### config.mk
export PLATFORM = sky130hd
export DESIGN_NAME = speech_agc
export DESIGN_NICKNAME = d
export VERILOG_FILES = /design/src/rtl/agc_pkg.sv /design/src/rtl/agc_level_meter.sv /design/src/rtl/agc_noise_gate.sv /design/src/rtl/agc_gain_stepper.sv /design/src/rtl/speech_agc.sv
export SDC_FILE = /design/constraint.sdc
export NUM_CORES = 1
export LEC_CHECK = 0
export ABC_AREA = 1
export ABC_CLOCK_PERIOD_IN_PS = 7900
export BUFFER_PORTS_ARGS = -buffer_cell sky130_fd_sc_hd__buf_2
export CORE_ASPECT_RATIO = 1.4
export CORE_MARGIN = 2
export CORE_UTILIZATION = 35
export CTS_BUF_LIST = sky130_fd_sc_hd__clkbuf_16
export DETAILED_ROUTE_END_ITERATION = 7
export PLACE_DENSITY = 0.63
export SYNTH_ARGS = -nofsm -noshare
export SYNTH_HDL_FRONTEND = slang
export SYNTH_HIERARCHICAL = 1
export SYNTH_SLANG_ARGS = --single-unit
### constraint.sdc
create_clock -name clk -period 7.9 [get_ports clk]
set_input_delay 0 -clock clk [delete_from_list [all_inputs] [get_ports clk]]
set_output_delay 0 -clock clk [all_outputs]
set_load 0.01 [all_outputs]
### src/rtl/agc_pkg.sv
package agc_pkg;
  localparam int GAIN_W   = 7;
  localparam int GAIN_TOP = 119;

  typedef enum logic [1:0] {DIR_HOLD, DIR_UP, DIR_DOWN} agc_dir_e;

  // target levels as Q16 fractions of full scale, -5.5 dB down to -24 dB
  function automatic logic [31:0] target_thr(input logic [2:0] sel, input int w);
    logic [63:0] frac;
    case (sel)
      3'd0: frac = 64'd34793;
      3'd1: frac = 64'd26090;
      3'd2: frac = 64'd20724;
      3'd3: frac = 64'd16462;
      3'd4: frac = 64'd13076;
      3'd5: frac = 64'd9262;
      3'd6: frac = 64'd6554;
      default: frac = 64'd4135;
    endcase
    return 32'((frac << (w - 1)) >> 16);
  endfunction

  // noise floors as Q24 fractions, -30 dB down to -90 dB in 10 dB steps
  function automatic logic [31:0] noise_thr(input logic [2:0] sel, input int w);
    logic [63:0] frac;
    case (sel)
      3'd0: frac = 64'd530542;
      3'd1: frac = 64'd167772;
      3'd2: frac = 64'd53054;
      3'd3: frac = 64'd16777;
      3'd4: frac = 64'd5305;
      3'd5: frac = 64'd1678;
      default: frac = 64'd531;
    endcase
    return 32'((frac << (w - 1)) >> 24);
  endfunction

  function automatic logic [GAIN_W-1:0] ceiling(input logic [GAIN_W-1:0] mx);
    return (mx > GAIN_W'(GAIN_TOP)) ? GAIN_W'(GAIN_TOP) : mx;
  endfunction
endpackage

### src/rtl/agc_level_meter.sv
module agc_level_meter #(
  parameter int SAMPLE_W  = 16,
  parameter int AVG_SHIFT = 4
) (
  input  logic                       clk,
  input  logic                       rst_n,
  input  logic                       strobe,
  input  logic signed [SAMPLE_W-1:0] sample,
  output logic [SAMPLE_W-1:0]        level
);
  localparam int ACC_W = SAMPLE_W - 1 + AVG_SHIFT;

  function automatic logic [SAMPLE_W-2:0] magnitude(input logic signed [SAMPLE_W-1:0] s);
    logic signed [SAMPLE_W-1:0] neg;
    neg = -s;
    if (!s[SAMPLE_W-1]) return s[SAMPLE_W-2:0];
    if (s == {1'b1, {(SAMPLE_W-1){1'b0}}}) return '1;
    return neg[SAMPLE_W-2:0];
  endfunction

  logic [ACC_W-1:0] acc_q;
  logic [ACC_W:0]   acc_sum;

  assign acc_sum = (ACC_W+1)'(acc_q) - (ACC_W+1)'(acc_q >> AVG_SHIFT)
                 + (ACC_W+1)'(magnitude(sample));

  always_ff @(posedge clk) begin
    if (!rst_n)      acc_q <= '0;
    else if (strobe) acc_q <= acc_sum[ACC_W-1:0];
  end

  assign level = {1'b0, acc_q[ACC_W-1:AVG_SHIFT]};
endmodule

### src/rtl/agc_noise_gate.sv
module agc_noise_gate #(
  parameter int SAMPLE_W = 16,
  parameter int DEB_W    = 4
) (
  input  logic                clk,
  input  logic                rst_n,
  input  logic                strobe,
  input  logic                gate_off,
  input  logic [SAMPLE_W-1:0] level,
  input  logic [SAMPLE_W-1:0] floor_thr,
  input  logic [1:0]          hyst_sel,
  input  logic [DEB_W-1:0]    deb_len,
  output logic                gate_q,
  output logic                gate_enter,
  output logic                gate_exit
);
  localparam int EXT_W = SAMPLE_W + 3;

  logic [DEB_W-1:0] deb_q;
  logic [DEB_W:0]   deb_inc;
  logic [EXT_W-1:0] open_thr;
  logic             quiet;

  assign open_thr   = EXT_W'(floor_thr) << hyst_sel;
  assign quiet      = level < floor_thr;
  assign deb_inc    = (DEB_W+1)'(deb_q) + 1'b1;
  assign gate_enter = strobe && !gate_off && !gate_q && quiet
                      && (deb_inc >= (DEB_W+1)'(deb_len));
  assign gate_exit  = strobe && !gate_off && gate_q && (EXT_W'(level) > open_thr);

  always_ff @(posedge clk) begin
    if (!rst_n || gate_off) begin
      gate_q <= 1'b0;
      deb_q  <= '0;
    end else if (strobe) begin
      if (gate_q) begin
        if (gate_exit) gate_q <= 1'b0;
        deb_q <= '0;
      end else if (gate_enter) begin
        gate_q <= 1'b1;
        deb_q  <= '0;
      end else begin
        deb_q <= quiet ? deb_inc[DEB_W-1:0] : '0;
      end
    end
  end
endmodule

### src/rtl/agc_gain_stepper.sv
module agc_gain_stepper
  import agc_pkg::*;
#(
  parameter int SAMPLE_W = 16,
  parameter int RATE_W   = 8
) (
  input  logic                clk,
  input  logic                rst_n,
  input  logic                strobe,
  input  logic [SAMPLE_W-1:0] level,
  input  logic [SAMPLE_W-1:0] target,
  input  logic                gated,
  input  logic [RATE_W-1:0]   attack_len,
  input  logic [RATE_W-1:0]   decay_len,
  input  logic [GAIN_W-1:0]   max_gain,
  output logic [GAIN_W-1:0]   gain_q,
  output logic                sat,
  output logic                step_up,
  output logic                step_down
);
  agc_dir_e            dir, dir_q, dir_n;
  logic [RATE_W-1:0]   cnt_q, cnt_n, base;
  logic [RATE_W:0]     base_inc;
  logic [RATE_W-1:0]   interval;
  logic [GAIN_W-1:0]   gain_n, ceil_g;

  assign ceil_g   = ceiling(max_gain);
  assign dir      = (level > target) ? DIR_DOWN : (level < target) ? DIR_UP : DIR_HOLD;
  assign interval = (dir == DIR_UP) ? decay_len : attack_len;
  assign base     = (dir != dir_q) ? '0 : cnt_q;
  assign base_inc = (RATE_W+1)'(base) + 1'b1;
  assign sat      = !gated && (dir == DIR_UP) && (gain_q == ceil_g);

  always_comb begin
    gain_n    = gain_q;
    cnt_n     = cnt_q;
    dir_n     = dir_q;
    step_up   = 1'b0;
    step_down = 1'b0;
    if (strobe) begin
      if (gain_q > ceil_g) begin
        gain_n = ceil_g;
        cnt_n  = '0;
        dir_n  = DIR_HOLD;
      end else if (gated) begin
        gain_n = (gain_q == '0) ? '0 : gain_q - 1'b1;
        cnt_n  = '0;
        dir_n  = DIR_HOLD;
      end else begin
        dir_n = dir;
        if (dir == DIR_HOLD) begin
          cnt_n = '0;
        end else if (base_inc >= (RATE_W+1)'(interval)) begin
          cnt_n     = '0;
          step_up   = (dir == DIR_UP) && (gain_q < ceil_g);
          step_down = (dir == DIR_DOWN) && (gain_q != '0);
        end else begin
          cnt_n = base_inc[RATE_W-1:0];
        end
        if (step_up)   gain_n = gain_q + 1'b1;
        if (step_down) gain_n = gain_q - 1'b1;
      end
    end
  end

  always_ff @(posedge clk) begin
    if (!rst_n) begin
      gain_q <= '0;
      cnt_q  <= '0;
      dir_q  <= DIR_HOLD;
    end else begin
      gain_q <= gain_n;
      cnt_q  <= cnt_n;
      dir_q  <= dir_n;
    end
  end
endmodule

### src/rtl/speech_agc.sv
module speech_agc
  import agc_pkg::*;
#(
  parameter int SAMPLE_W  = 16,
  parameter int AVG_SHIFT = 4,
  parameter int RATE_W    = 8,
  parameter int DEB_W     = 4
) (
  input  logic                       clk,
  input  logic                       rst_n,
  input  logic                       sample_strobe,
  input  logic signed [SAMPLE_W-1:0] sample_in,
  input  logic [2:0]                 target_sel,
  input  logic [RATE_W-1:0]          attack_len,
  input  logic [RATE_W-1:0]          decay_len,
  input  logic [2:0]                 noise_sel,
  input  logic                       gate_off,
  input  logic [1:0]                 hyst_sel,
  input  logic [DEB_W-1:0]           debounce_len,
  input  logic [GAIN_W-1:0]          max_gain,
  output logic [GAIN_W-1:0]          gain_code,
  output logic                       gate_flag,
  output logic                       sat_flag
);
  logic [SAMPLE_W-1:0] level, target, floor_thr;
  logic gate_enter, gate_exit, step_up, step_down;

  assign target    = SAMPLE_W'(target_thr(target_sel, SAMPLE_W));
  assign floor_thr = SAMPLE_W'(noise_thr(noise_sel, SAMPLE_W));

  agc_level_meter #(.SAMPLE_W(SAMPLE_W), .AVG_SHIFT(AVG_SHIFT)) u_meter (
    .clk(clk), .rst_n(rst_n), .strobe(sample_strobe), .sample(sample_in), .level(level)
  );

  agc_noise_gate #(.SAMPLE_W(SAMPLE_W), .DEB_W(DEB_W)) u_gate (
    .clk(clk), .rst_n(rst_n), .strobe(sample_strobe), .gate_off(gate_off),
    .level(level), .floor_thr(floor_thr), .hyst_sel(hyst_sel), .deb_len(debounce_len),
    .gate_q(gate_flag), .gate_enter(gate_enter), .gate_exit(gate_exit)
  );

  agc_gain_stepper #(.SAMPLE_W(SAMPLE_W), .RATE_W(RATE_W)) u_step (
    .clk(clk), .rst_n(rst_n), .strobe(sample_strobe), .level(level), .target(target),
    .gated(gate_flag), .attack_len(attack_len), .decay_len(decay_len),
    .max_gain(max_gain), .gain_q(gain_code), .sat(sat_flag),
    .step_up(step_up), .step_down(step_down)
  );
endmodule

==> summary.txt <==
Run status
  • Result of the run: completed

Cells and area
  • Number of filler instances in the final layout: approximately 2100
  • Share of final-layout standard cells stronger than drive strength 1: 0.113
  • Layout area overhead: 9.35%
  • Post-route standard cell area excluding fillers: approximately 0.0073 mm2
  • Final nets: roughly 1300
  • Ant. Diodes: 0
  • Reg area: a little over 800 um2
  • Area taken by multi-input logic gates: 0.00492 mm2

Logic synthesis
  • Count of warnings emitted by yosys: 6
  • Syn Inst Count: between 1000 and 1500
  • Cell Area, Synth: ~0.0067 mm2
  • Post-Synthesis Mean Instance Area: between 6 and 7 um2

STA
  • Period Utilization, post-route: 0.585
  • Post-route minimum period: 4.62 ns
  • Max Fclk: 216 MHz
  • Aggregate negative setup slack: 0 ns
  • Final setup violating endpoints: 0
  • Worst clock skew: between 0.009 and 0.01 ns
  • Number of slew-limit violations in the final report: 0
  • Pin slew with the least headroom to its limit: 0.699 ns
  • Setup repair after global routing missed its margin: no
  • Headroom to the max-slew limit: 0.533
  • Final-report hold violation count: 0

Route
  • Post-Route WL: approximately 18 mm
  • Number of vias per cell after detailed routing: 4.79
  • Final antenna-violating net count: 0
  • Wirelength per Cell: roughly 13 um
  • Iteration-0 DRC Markers: slightly above 400
  • Via count: 6654
  • Detailed-route DRC error count: 0
  • Pre-Repair DR Iteration Count: 7

Global route
  • GRT Util Overall: 0.175
  • Largest net degree at the start of global routing: 31
  • Gr ovfl total: 0
  • Initial antenna violation count: 0
  • Wire length of the first global-routing pass: 29.3 mm
  • Number of global-route vias before repair: 6382

Power
  • Power Dens Cells: 306 mW/mm2
  • Post-route total power: 2.25 mW
  • Leakage Power: 4.11 nW
  • Worst IR drop on VDD: between 0.0001 and 0.00015 V

Worst hold path
  • Hold/Removal Path Class: in2reg

Clock network
  • Root buffer cell: sky130_fd_sc_hd__clkbuf_16
  • CTS Buf Count: 5
  • Hold-fix buffer count after cts: 0
  • TritonCTS clock tree: yes
  • Buffers inserted by post-CTS timing repair: 0
  • Number of clock sinks: 41
  • Maximum buffer depth of the clock tree: 2
  • Clock latency on the worst-skew pair: 0.28 ns
  • CTS H-Tree Depth: 2
  • CTS-repair resized insts: 0
  • Clock input transition at the sequential cells of the worst setup and hold paths: 0.06 ns

Die
  • Total die area: ~0.020 mm2
  • Top-Level Pins: 64
  • Total number of placement rows: 59
  • Core footprint: 0.0187 mm2
  • Die width: 121 um
  • Initial standard-cell utilization of the core: 0.360
  • Die height: 168 um

Placement
  • Half-perimeter wire length of the detailed placement result: 14.7 mm
  • Final weighted congestion in routability-driven placement: 0.911
  • Cell area after placement: 0.00720 mm2
  • PortBufs: 63

Setup path
  • Family of cells with the greatest summed delay on the critical path: simple AND/OR/NAND/NOR gates
  • Crit Path Category: reg2reg
  • Crit path arrival time: 4.80 ns
  • Largest fanout on the critical path: 14
  • Type of element capturing the critical path: flip-flop
  • Max stage delay on crit path: 0.49 ns
  • Crit path top cell by count: sky130_fd_sc_hd__nand2_1
  • Cell with the largest stage delay on the worst path: sky130_fd_sc_hd__dfxtp_1
  • Worst endpoint required time: 8.08 ns
  • Combined buffer and inverter count along the critical path: 2
  • Setup crit start kind: flip-flop

Job
  • Number of maximum-capacitance constraint violations: 0
==> layer usage <==
| metal | routed length, um | global-route usage |
|---|---|---|
| met5 | 0 | 0 |
| met4 | 490 | 0.0637 |
| met3 | 386 | 0.00915 |
| met2 | 9100 | 0.328 |
| met1 | 7590 | 0.207 |
==> worst register-to-register path, delay by kind of cell (launching register included) <==
| family | cells | cell delay (ns) |
|---|---|---|
| DFF | 1 | 0.49 |
| xor gates and xnor gates | 1 | 0.18 |
| adders and majority gates | 3 | 0.71 |
| buffers and inverters | 2 | 0.13 |
| and+or+nand+nor | 21 | 2.32 |
| AOI/OAI and AO/OA | 5 | 0.69 |
==> through the flow <==
step            util  hold WS, ns  setup WS (ns)  std cells
5_1_grt        0.393       0.0857           2.67       1388
6_report       0.393       0.0558           3.28       1388
4_1_cts        0.393       0.0497           3.29       1388
3_5_place_dp   0.386        0.349           3.29       1380
2_1_floorplan      -        0.136           3.97       1105
3_3_place_gp   0.386        0.343           3.41       1380
==> area by class of cell <==
class | count | share of cell area
clock buffers | 5 | 0.0170
clock inverters | 3 | 0.00239
inverters | 222 | 0.114
multi-input cells | 810 | 0.671
flip-flops and latches | 41 | 0.112
well taps | 244 | 0.0416
repair buffers | 63 | 0.0429
==> registers in the layout (all words and copies together) (netlist names) <==
register	cells
u_gate/gate_q	1
u_step/dir_q	2
u_step/cnt_q	8
u_gate/deb_q	4
u_step/gain_q	7
u_meter/acc_q	19
==> where the power goes <==
group	switching, mW	internal, mW	leakage, nW	total (mW)
Clock	0.0833	0.116	0.0712	0.199
Sequential	0.0900	0.254	0.336	0.344
Combinational	1.08	0.622	3.70	1.70
Total	1.26	0.992	4.11	2.25
==> path summary, 6_finish.rpt <==
check                    from               end  slack (ns)  cells after the start
min reg2reg   u_step/cnt_q[3]   u_step/cnt_q[3]        0.46                      2
max reg2reg  u_meter/acc_q[4]  u_step/gain_q[4]        3.28                     32
min                  gate_off     u_gate/gate_q        0.06                      4
max          u_meter/acc_q[4]  u_step/gain_q[4]        3.28                     32
==> layout by cell type, fill, tap and decap left out, types with 15 or more instances in the layout <==
master and instances:
sky130_fd_sc_hd__ha_1 90, sky130_fd_sc_hd__conb_1 18, sky130_fd_sc_hd__a21oi_1 77, sky130_fd_sc_hd__dfxtp_1 41
sky130_fd_sc_hd__nor2_1 108, sky130_fd_sc_hd__xor2_1 21, sky130_fd_sc_hd__nand2_2 18, sky130_fd_sc_hd__buf_2 63
sky130_fd_sc_hd__nor3_1 17, sky130_fd_sc_hd__nand3_1 56, sky130_fd_sc_hd__inv_1 209, sky130_fd_sc_hd__mux2i_1 18
sky130_fd_sc_hd__o21ai_0 51, sky130_fd_sc_hd__nand2_1 249, sky130_fd_sc_hd__fa_1 15
Power figures use the tool's default switching activity.
